===== src/rtl/vp_pkg.sv =====
package vp_pkg;
  localparam int ADDR_W = 2;

  localparam logic [ADDR_W-1:0] OFS_CTRL = 2'd0;
  localparam logic [ADDR_W-1:0] OFS_DATA = 2'd1;
  localparam logic [ADDR_W-1:0] OFS_RSVD = 2'd2;
  localparam logic [ADDR_W-1:0] OFS_DIR  = 2'd3;

  localparam int CB_CAPEN = 0;
  localparam int CB_RISE  = 1;
  localparam int CB_PULSE = 2;
  localparam int CB_FLAG  = 7;

  typedef struct packed {
    logic pulse;
    logic rise;
    logic cap_en;
  } ctrl_t;
endpackage


===== src/rtl/vp_edge.sv =====
module vp_edge #(
  parameter int STAGES = 2
) (
  input  logic clk,
  input  logic rst_n,
  input  logic line_in,
  input  logic rise_sel,
  output logic hit
);
  localparam int TOP = STAGES - 1;

  logic [STAGES-1:0] sync_q;
  logic              prev_q;

  generate
    if (STAGES == 1) begin : g_one
      always_ff @(posedge clk or negedge rst_n) begin
        if (!rst_n) sync_q <= '0;
        else        sync_q <= line_in;
      end
    end else begin : g_chain
      always_ff @(posedge clk or negedge rst_n) begin
        if (!rst_n) sync_q <= '0;
        else        sync_q <= {sync_q[STAGES-2:0], line_in};
      end
    end
  endgenerate

  always_ff @(posedge clk or negedge rst_n) begin
    if (!rst_n) prev_q <= 1'b0;
    else        prev_q <= sync_q[TOP];
  end

  always_comb begin
    if (rise_sel) hit = sync_q[TOP] & ~prev_q;
    else          hit = ~sync_q[TOP] & prev_q;
  end
endmodule


===== src/rtl/vp_regs.sv =====
module vp_regs
  import vp_pkg::*;
#(
  parameter int W = 8
) (
  input  logic              clk,
  input  logic              rst_n,
  input  logic              cs,
  input  logic              we,
  input  logic [ADDR_W-1:0] addr,
  input  logic [W-1:0]      wdata,
  output logic [W-1:0]      dir_q,
  output logic [W-1:0]      out_q,
  output ctrl_t             ctrl_q,
  output logic              data_acc
);
  logic wr;
  assign wr       = cs & we;
  assign data_acc = cs & (addr == OFS_DATA);

  always_ff @(posedge clk or negedge rst_n) begin
    if (!rst_n) begin
      dir_q  <= '0;
      out_q  <= '0;
      ctrl_q <= '0;
    end else if (wr) begin
      unique case (addr)
        OFS_DIR:  dir_q <= wdata;
        OFS_DATA: out_q <= wdata;
        OFS_CTRL: begin
          ctrl_q.cap_en <= wdata[CB_CAPEN];
          ctrl_q.rise   <= wdata[CB_RISE];
          ctrl_q.pulse  <= wdata[CB_PULSE];
        end
        default: ;
      endcase
    end
  end
endmodule


===== src/rtl/vp_capture.sv =====
module vp_capture #(
  parameter int W = 8
) (
  input  logic         clk,
  input  logic         rst_n,
  input  logic         hit,
  input  logic         data_acc,
  input  logic [W-1:0] pin_in,
  output logic [W-1:0] snap_q,
  output logic         flag_q
);
  always_ff @(posedge clk or negedge rst_n) begin
    if (!rst_n) begin
      snap_q <= '0;
      flag_q <= 1'b0;
    end else begin
      if (hit)           snap_q <= pin_in;
      if (hit)           flag_q <= 1'b1;
      else if (data_acc) flag_q <= 1'b0;
    end
  end
endmodule


===== src/rtl/vp_strobe.sv =====
module vp_strobe (
  input  logic clk,
  input  logic rst_n,
  input  logic hit,
  input  logic data_acc,
  input  logic pulse,
  output logic strobe_q
);
  always_ff @(posedge clk or negedge rst_n) begin
    if (!rst_n)        strobe_q <= 1'b1;
    else if (data_acc) strobe_q <= 1'b0;
    else if (pulse)    strobe_q <= 1'b1;
    else if (hit)      strobe_q <= 1'b1;
  end
endmodule


===== src/rtl/vp_port.sv =====
module vp_port
  import vp_pkg::*;
#(
  parameter int W           = 8,
  parameter int SYNC_STAGES = 2
) (
  input  logic              clk,
  input  logic              rst_n,
  input  logic              cs,
  input  logic              we,
  input  logic [ADDR_W-1:0] addr,
  input  logic [W-1:0]      wdata,
  output logic [W-1:0]      rdata,
  input  logic [W-1:0]      pin_in,
  output logic [W-1:0]      pin_out,
  output logic [W-1:0]      pin_oe,
  input  logic              ctl_in,
  output logic              strobe_out
);
  logic [W-1:0] dir_q, out_q, snap_q;
  ctrl_t        ctrl_q;
  logic         data_acc, hit, flag_q;
  logic [W-1:0] ctrl_rd;

  vp_regs #(.W(W)) u_regs (
    .clk(clk), .rst_n(rst_n), .cs(cs), .we(we), .addr(addr), .wdata(wdata),
    .dir_q(dir_q), .out_q(out_q), .ctrl_q(ctrl_q), .data_acc(data_acc)
  );

  vp_edge #(.STAGES(SYNC_STAGES)) u_edge (
    .clk(clk), .rst_n(rst_n), .line_in(ctl_in), .rise_sel(ctrl_q.rise), .hit(hit)
  );

  vp_capture #(.W(W)) u_cap (
    .clk(clk), .rst_n(rst_n), .hit(hit), .data_acc(data_acc),
    .pin_in(pin_in), .snap_q(snap_q), .flag_q(flag_q)
  );

  vp_strobe u_strobe (
    .clk(clk), .rst_n(rst_n), .hit(hit), .data_acc(data_acc),
    .pulse(ctrl_q.pulse), .strobe_q(strobe_out)
  );

  assign pin_out = out_q;
  assign pin_oe  = dir_q;

  always_comb begin
    ctrl_rd           = '0;
    ctrl_rd[CB_CAPEN] = ctrl_q.cap_en;
    ctrl_rd[CB_RISE]  = ctrl_q.rise;
    ctrl_rd[CB_PULSE] = ctrl_q.pulse;
    ctrl_rd[CB_FLAG]  = flag_q;
  end

  always_comb begin
    unique case (addr)
      OFS_CTRL: rdata = ctrl_rd;
      OFS_DATA: rdata = ctrl_q.cap_en ? snap_q : pin_in;
      OFS_DIR:  rdata = dir_q;
      default:  rdata = '0;
    endcase
  end
endmodule


===== config.mk =====
export PLATFORM = sky130hd
export DESIGN_NAME = vp_port
export DESIGN_NICKNAME = d
export VERILOG_FILES = /design/src/rtl/vp_pkg.sv /design/src/rtl/vp_edge.sv /design/src/rtl/vp_regs.sv /design/src/rtl/vp_capture.sv /design/src/rtl/vp_strobe.sv /design/src/rtl/vp_port.sv
export SDC_FILE = /design/constraint.sdc
export NUM_CORES = 1
export LEC_CHECK = 0
export BUFFER_PORTS_ARGS = -buffer_cell sky130_fd_sc_hd__buf_2
export CORE_UTILIZATION = 53
export CTS_CLUSTER_SIZE = 14
export DETAILED_ROUTE_END_ITERATION = 8
export PLACE_DENSITY = 0.83
export SLEW_MARGIN = 10
export SYNTH_ARGS = -nofsm -noshare
export SYNTH_HDL_FRONTEND = slang
export SYNTH_SLANG_ARGS = --single-unit

===== constraint.sdc =====
create_clock -name clk -period 2.3 [get_ports clk]
set_clock_uncertainty 0.05 [all_clocks]
set_input_delay 0.46 -clock clk [delete_from_list [all_inputs] [get_ports clk]]
set_output_delay 0.46 -clock clk [all_outputs]
set_load 0.02 [all_outputs]

After elaboration in Yosys (flattened, before gate mapping)
Cells that the tools add are included.
Widths: inputs -> output; s select.

operators by class
  equal/unequal tests = 2
  mux-type cells = 8
  bitwise operators = 6
  reduce and logical (&&, ||, !) cells = 6

operator list
  operator            count
  $pmux 8 s3          1
  $mux 8              1
  $mux 1              6
  $reduce_and 2->1    3
  $and 1x1->1         4
  $reduce_bool 3->1   1
  $eq 2x1->1 const B  1
  $eq 2x2->1 const B  1
  $logic_not 2->1     1
  $not 1->1           2
  $reduce_bool 2->1   1

word-level totals
  register bits = 32
  bits of input ports = 23
  word-level logic and storage cells = 32

Longest topological paths before layout
Gate-level depths: netlist (run 1).

  word-level depth = 6
  depth in mapped cells = 5

Hierarchy
A second synthesis (run 1) with hierarchy kept.

second synthesis, totals
  cells, all modules = 105
  area total of the unflattened synthesis = 1461.4 um^2

modules (own cells, without submodules)
  module      times used  cells each  area each (um^2)
  vp_regs     1           42          739.5
  vp_capture  1           20          369.1
  vp_port     1           34          220.2
  vp_edge     1           6           97.6
  vp_strobe   1           3           35.0

Worst setup path before layout (run 1)
OpenSTA, ideal clock, no wires.

  kind = input to output
  start = in addr[1]
  end = out rdata[2]
  arrival = 1379 ps
  required time = 1790 ps
  setup slack = 411 ps
  stages on the path = 5
  buffers on the path = 2
  cell sequence = buf_6 inv_2 buf_2 o21ai_0 o21ai_0

on the way
  longest elaborated chain between the ends = 2

ends and longest elaborated chain
  element                             line           RTL
  start, declared                     vp_port.sv:11  input logic [ADDR_W-1:0] addr,
  $eq 2x2->1 (tied with other cells)  vp_port.sv:56  unique case (addr)
  $pmux 8 s3 (*)                      vp_port.sv:56
  end, declared                       vp_port.sv:13  output logic [W-1:0] rdata,

Every way passes the cells marked *; elsewhere a longest branch is shown, timed or not.

Final worst setup path (run 1)
  start = reg, netlist name u_regs.ctrl_q[0]
  end = out rdata[7]

on the way
  longest elaborated chain between the ends = 2

ends and longest elaborated chain
  element     line           RTL
  $mux 8      vp_port.sv:58  OFS_DATA: rdata = ctrl_q.cap_en ? snap_q : pin_in;
  $pmux 8 s3  vp_port.sv:56

Every way passes these cells.

==> results.toml, run 1 <==
[layout]
mostFrequentLayoutCells = "sky130_fd_sc_hd__buf_2 (47), sky130_fd_sc_hd__dfrtp_1 (31), sky130_fd_sc_hd__mux2_2 (27)"
area_growth_syn_to_layout_pct = 20.6
layout_commonest_cell = "sky130_fd_sc_hd__buf_2"
nets = 180
fill_cells = 188
final_core_density_pct = 68.8
instances_no_fill = 188
insertedDiodeCount = 0
layout-drive-gt1-share_pct = 55.1

[global_route]
initial_antenna_violation_count = 0
grt_first_pass_wirelength_um = 4720
grt_start_max_net_pins = 33
grt_usage_pct = 23.9
grt_overflow = 0
number_of_global_route_vias_before_repair = 1053

[critical_path]
worst-endpoint-required_ps = 1790
crit_chain = "nor2b_1 > a211oi_1 > o21ai_0 > buf_2"
timing.setup.critical_path_class = "flip-flop to output pin"
setup.worst_path.start_class = "flip-flop"
critPathCaptureType = "output pin"
critPathArrivalTime_ps = 1640
worst-path-max-fanout = 13
worst_path_largest_cell_delay_ps = 650
crit_path_top_delay_cell = "sky130_fd_sc_hd__dfrtp_1"

[logic_synthesis]
post_synth_num_cell_types = 22
synth_area_um2 = 1440
synth.net_count = 130
yosys_warnings = 0
synth.ff_latch_count = 32
synth_seq_area_share_pct = 55.7
synth_cells = 107
syn-mean-instance-area_um2 = 13.5

[placed_design]
hpwl_um = 2220
placed_cells_incl_taps = 180
placement.io_buffers = 47
post-place-ws_ps = 487
gp_routability_congestion = 0.712

[floorplanning]
row_count = 18
die_h_um = 54.1
floorplan.initialDensity_pct = 57.1
core_region_area_um2 = 2520
chip_width_um = 54.1
die_area_um2 = 2930
top_level_ports = 48

[cts]
postCtsSetupBuffers = 0
clk_path_buf_depth = 2
cts_tree = "built"
worstSkewPairLatency_ps = 320
cts_buffers = 5
cts-root-buf = "sky130_fd_sc_hd__clkbuf_4"
clock_tree.htree_level_count = 2
clk_pin_slew_worst_paths_ps = 90
cts_hold_buffers = 0
cts_resized = 0
cts_num_sinks = 32

[min_path]
min-delay-path-class = "input port to asynchronous set/reset pin"

[drt]
1st_pass_router_iterations = 5
antenna_violating_nets_post_route = 0
totalWireLength_um = 3100
drc_errors = 0
viasPerCell = 5.57
detailroute.via_count = 1047
detail_route.iter0.violations = 12
routed_wire_length_per_instance_um = 16.5

[power_and_ir_drop]
vdd_ir_drop_max_v = 0.000615
cell_area_power_density_nw_per_um2 = 890
power_leakage_nw = 0.864

[sta]
final-hold-violation-count = 0
max_clock_freq_mhz = 465
slew_viol_final = 0
rsz0062_at_grt = "no"
worst_slack_ps = 149
setup_viol = 0
min_period_ps = 2150
worst_pin_slew_ps = 719
layout_worst_path_cycle_share_pct = 93.5
slew-limit-headroom_pct = 52.1
setup_tns_ps = 0

[job]
drv_cap = 0

[outcome]
outcome = "completed"
-- sequential cells by signal, indices dropped and copies added, names as in the netlist --
register           flops
u_strobe.strobe_q      1
u_edge.prev_q          1
u_regs.out_q           8
u_cap.flag_q           1
u_regs.ctrl_q          3
u_cap.snap_q           8
u_edge.sync_q          2
u_regs.dir_q           8
-- power breakdown --
group          internal, W  total, W  switching (W)
Sequential        0.000692  0.000791      0.0000990
Combinational     0.000213  0.000459       0.000246
Clock             0.000119  0.000296       0.000177
-- final timing paths --
kind,slack [ps],from,endpoint,cells after the start
min in group clk,190,ctl_in,u_edge.sync_q[0],1
worst max register to register,860,u_edge.sync_q[1],u_cap.snap_q[3],3
max in group asynchronous,1610,rst_n,u_edge.sync_q[1],1
worst min register to register,320,u_edge.sync_q[0],u_edge.sync_q[1],0
worst max-delay path,150,u_regs.ctrl_q[0],rdata[7],4
worst min-delay path,130,rst_n,u_cap.snap_q[2],1
-- cell type report --
cell class / count / area (um2) / share of cell area, %
Multi-Input combinational cell: 70 / 608 / 35.0
Timing Repair Buffer: 47 / 235 / 13.5
Tap cell: 30 / 37.5 / 2.16
Inverter: 1 / 3.75 / 0.216
Clock inverter: 1 / 5.00 / 0.288
Clock buffer: 7 / 45.0 / 2.59
Sequential cell: 32 / 802 / 46.2
-- cells by family after synthesis --
| family | after synthesis | synth area share, % |
|---|---|---|
| AOI/OAI and AO/OA | 17 | 9.38 |
| DFF | 32 | 55.7 |
| buffers and inverters | 5 | 2.08 |
| muxes | 31 | 23.9 |
| and+or+nand+nor | 22 | 8.95 |
-- synth_stat cells (all sizes together) --
cell type | count | area, um2
o211a | 4 | 40.0
inv | 1 | 3.75
dfstp | 1 | 26.3
and3 | 1 | 7.51
a32o | 1 | 10.0
nand2 | 9 | 33.8
a22o | 1 | 8.76
mux2 | 27 | 304
a211oi | 3 | 22.5
nor2 | 3 | 11.3
nand2b | 1 | 6.26
a21boi | 1 | 7.51
buf | 4 | 26.3
nand4 | 2 | 25.0
nor3b | 1 | 12.5
dfrtp | 31 | 776
nor2b | 4 | 25.0
o21ai | 6 | 30.0
nand3b | 1 | 7.51
mux2i | 4 | 40.0
a21oi | 1 | 16.3
-- worst max-delay path, delay by kind of cell, from the launching register on --
family / cells / cell delay, ps
flip-flops: 1 / 650
AO/OA/AOI/OAI: 2 / 410
buffers and inverters: 1 / 170
AND/OR/NAND/NOR: 1 / 100
-- layer usage --
layer,wire (um),vias up,track usage [%]
li1,-,486,-
met1,1320,503,28.2
met2,1550,49,38.6
met3,164,9,6.50
met4,72,0,14.5
met5,0,-,0
-- stage by stage --
step	cell area (um2)	total power, W	hold slack, ps
floorplan	1440	0.00109	114
global placement	1690	0.00123	285
detailed placement	1690	0.00126	296
CTS	1740	0.00156	129
global route	1740	0.00162	178
finish	1740	0.00155	127
(Power assumes the default switching activity.)
==> run 2: changes to the inputs <==
==> constraint.sdc (replaced) <==
create_clock -name clk -period 2.3 [get_ports clk]
set_clock_uncertainty 0.05 [all_clocks]
set_input_delay 0.23 -clock clk [delete_from_list [all_inputs] [get_ports clk]]
set_output_delay 0.23 -clock clk [all_outputs]
set_load 0.02 [all_outputs]
==> results.toml, run 2 (synthesis gave the netlist of run 1 again) <==
[sta]
min_period_ps = 1910
final-hold-violation-count = 0
rsz0062_at_grt = "no"
max_clock_freq_mhz = 524
setup_tns_ps = 0
layout_worst_path_cycle_share_pct = 83.0
slew_viol_final = 0
worst_pin_slew_ps = 685
setup_viol = 0
hold-worst-slack_ps = 106
slew-limit-headroom_pct = 54.4

[drt]
totalWireLength_um = 2900
antenna_violating_nets_post_route = 0
viasPerCell = 5.53
detailroute.via_count = 1051
detail_route.iter0.violations = 12
drc_errors = 0
1st_pass_router_iterations = 4
routed_wire_length_per_instance_um = 15.3

[power_and_ir_drop]
cellInternalPower_w = 0.00106
fin_total_pwr_w = 0.00156
power_switching_share_pct = 32.4
power_leakage_nw = 0.876
switchingPower_w = 0.000507
vdd_ir_drop_max_v = 0.000582
seq_power_share_pct = 50.1
cell_area_power_density_nw_per_um2 = 886
power_frac_clock_pct = 20.6
power_frac_comb_pct = 29.3

[global_route]
number_of_global_route_vias_before_repair = 1047
grt_overflow = 0
initial_antenna_violation_count = 0
grt_start_max_net_pins = 33
grt_usage_pct = 23.0
grt_first_pass_wirelength_um = 4540

[critical_path]
worst_path_largest_cell_delay_ps = 660
crit_chain = "nor2b_1 > a211oi_1 > o21ai_0 > buf_2"
critPathArrivalTime_ps = 1630
cp_num_buf_inv = 1
setup.worst_path.start_class = "flip-flop"
r2r_start = "u_edge.sync_q[1]"
reg2reg_setup_slack_ps = 830
path_delay_family = "flip-flops"
worst-endpoint-required_ps = 2020
timing.setup.critical_path_class = "flip-flop to output pin"
critPathCaptureType = "output pin"
crit_path_top_delay_cell = "sky130_fd_sc_hd__dfrtp_1"
critical_path_source = "u_regs.ctrl_q[0]"
worst-path-max-fanout = 13

[cts]
cts-root-buf = "sky130_fd_sc_hd__clkbuf_4"
cts_resized = 0
clock_tree.htree_level_count = 2
postCtsSetupBuffers = 0
cts_hold_buffers = 2
cts_tree = "built"
clk_path_buf_depth = 2
clk_pin_slew_worst_paths_ps = 90
worstSkewPairLatency_ps = 320
cts_num_sinks = 32
cts_buffers = 5

[floorplanning]
top_level_ports = 48
die_area_um2 = 2930
core_region_area_um2 = 2520
chip_width_um = 54.1
die_h_um = 54.1
floorplan.initialDensity_pct = 57.1
row_count = 18

[layout]
ff_latch_area_um2 = 802
layout-drive-gt1-share_pct = 54.4
mostFrequentLayoutCells = "sky130_fd_sc_hd__buf_2 (47), sky130_fd_sc_hd__dfrtp_1 (31), sky130_fd_sc_hd__mux2_2 (27)"
fill_cells = 198
biggestRegsByFlops = "u_cap.snap_q (8), u_regs.dir_q (8), u_regs.out_q (8)"
area_growth_syn_to_layout_pct = 22.6
multi_input_logic_area_um2 = 608
design_area_um2 = 1770
nets = 182
insertedDiodeCount = 0
layout_commonest_cell = "sky130_fd_sc_hd__buf_2"

[placed_design]
gp_routability_congestion = 0.757
placement.io_buffers = 47
hpwl_um = 2130
place_area_um2 = 1690

[min_path]
hold_path_startpoint = "wdata[7]"
min-delay-path-class = "input port to flip-flop"

[outcome]
outcome = "completed"

[job]
drv_cap = 0
==> run 2: cell count changes in the layout (fill, tap and decap cells not counted) <==
cell / previous run / this run
sky130_fd_sc_hd__clkbuf_8: 0 / 1
sky130_fd_sc_hd__clkinv_2: 1 / 0
sky130_fd_sc_hd__dlygate4sd3_1: 0 / 2
==> run 2: layout make-up <==
type	count	area share (%)
tap	30	2.13
clock buffer	8	3.33
multi-input combinational	70	34.4
sequential	32	45.4
timing repair buffer	49	14.5
inverter	1	0.213
==> run 2: worst paths after layout <==
check / cells past startpoint / to
worst max-delay path: 4 / rdata[7]
worst min-delay path: 2 / u_regs.dir_q[7]
worst max register to register: 3 / u_cap.snap_q[6]
worst min register to register: 0 / u_edge.sync_q[1]
max in group asynchronous: 2 / u_regs.out_q[6]
min in group asynchronous: 2 / u_cap.snap_q[2]
==> run 2: metrics by stage <==
| stage | setup slack, ps | cells | utilization (%) |
|---|---|---|---|
| 4_1_cts | 351 | 190 | 70.0 |
| 3_5_place_dp | 713 | 180 | 66.9 |
| 5_1_grt | 226 | 190 | 70.0 |
| 6_report | 392 | 190 | 70.0 |
| 2_1_floorplan | 863 | 107 | - |
| 3_3_place_gp | 807 | 180 | 66.9 |
==> run 2: power groups by stage <==
| stage | Clock (W) | Sequential [W] | Combinational [W] |
|---|---|---|---|
| after floorplan | 0 | 0.000848 | 0.000241 |
| after global placement | 0 | 0.000785 | 0.000445 |
| after detailed placement | 0 | 0.000797 | 0.000461 |
| after CTS | 0.000332 | 0.000786 | 0.000465 |
| after global routing | 0.000355 | 0.000803 | 0.000499 |
| final | 0.000323 | 0.000785 | 0.000458 |
==> run 2: per-layer routing <==
metal	GRT usage (%)	vias up	wire length, um
li1	-	490	-
met1	26.5	516	1270
met2	39.0	40	1430
met3	6.21	5	157
met4	11.1	0	42
met5	0	-	0
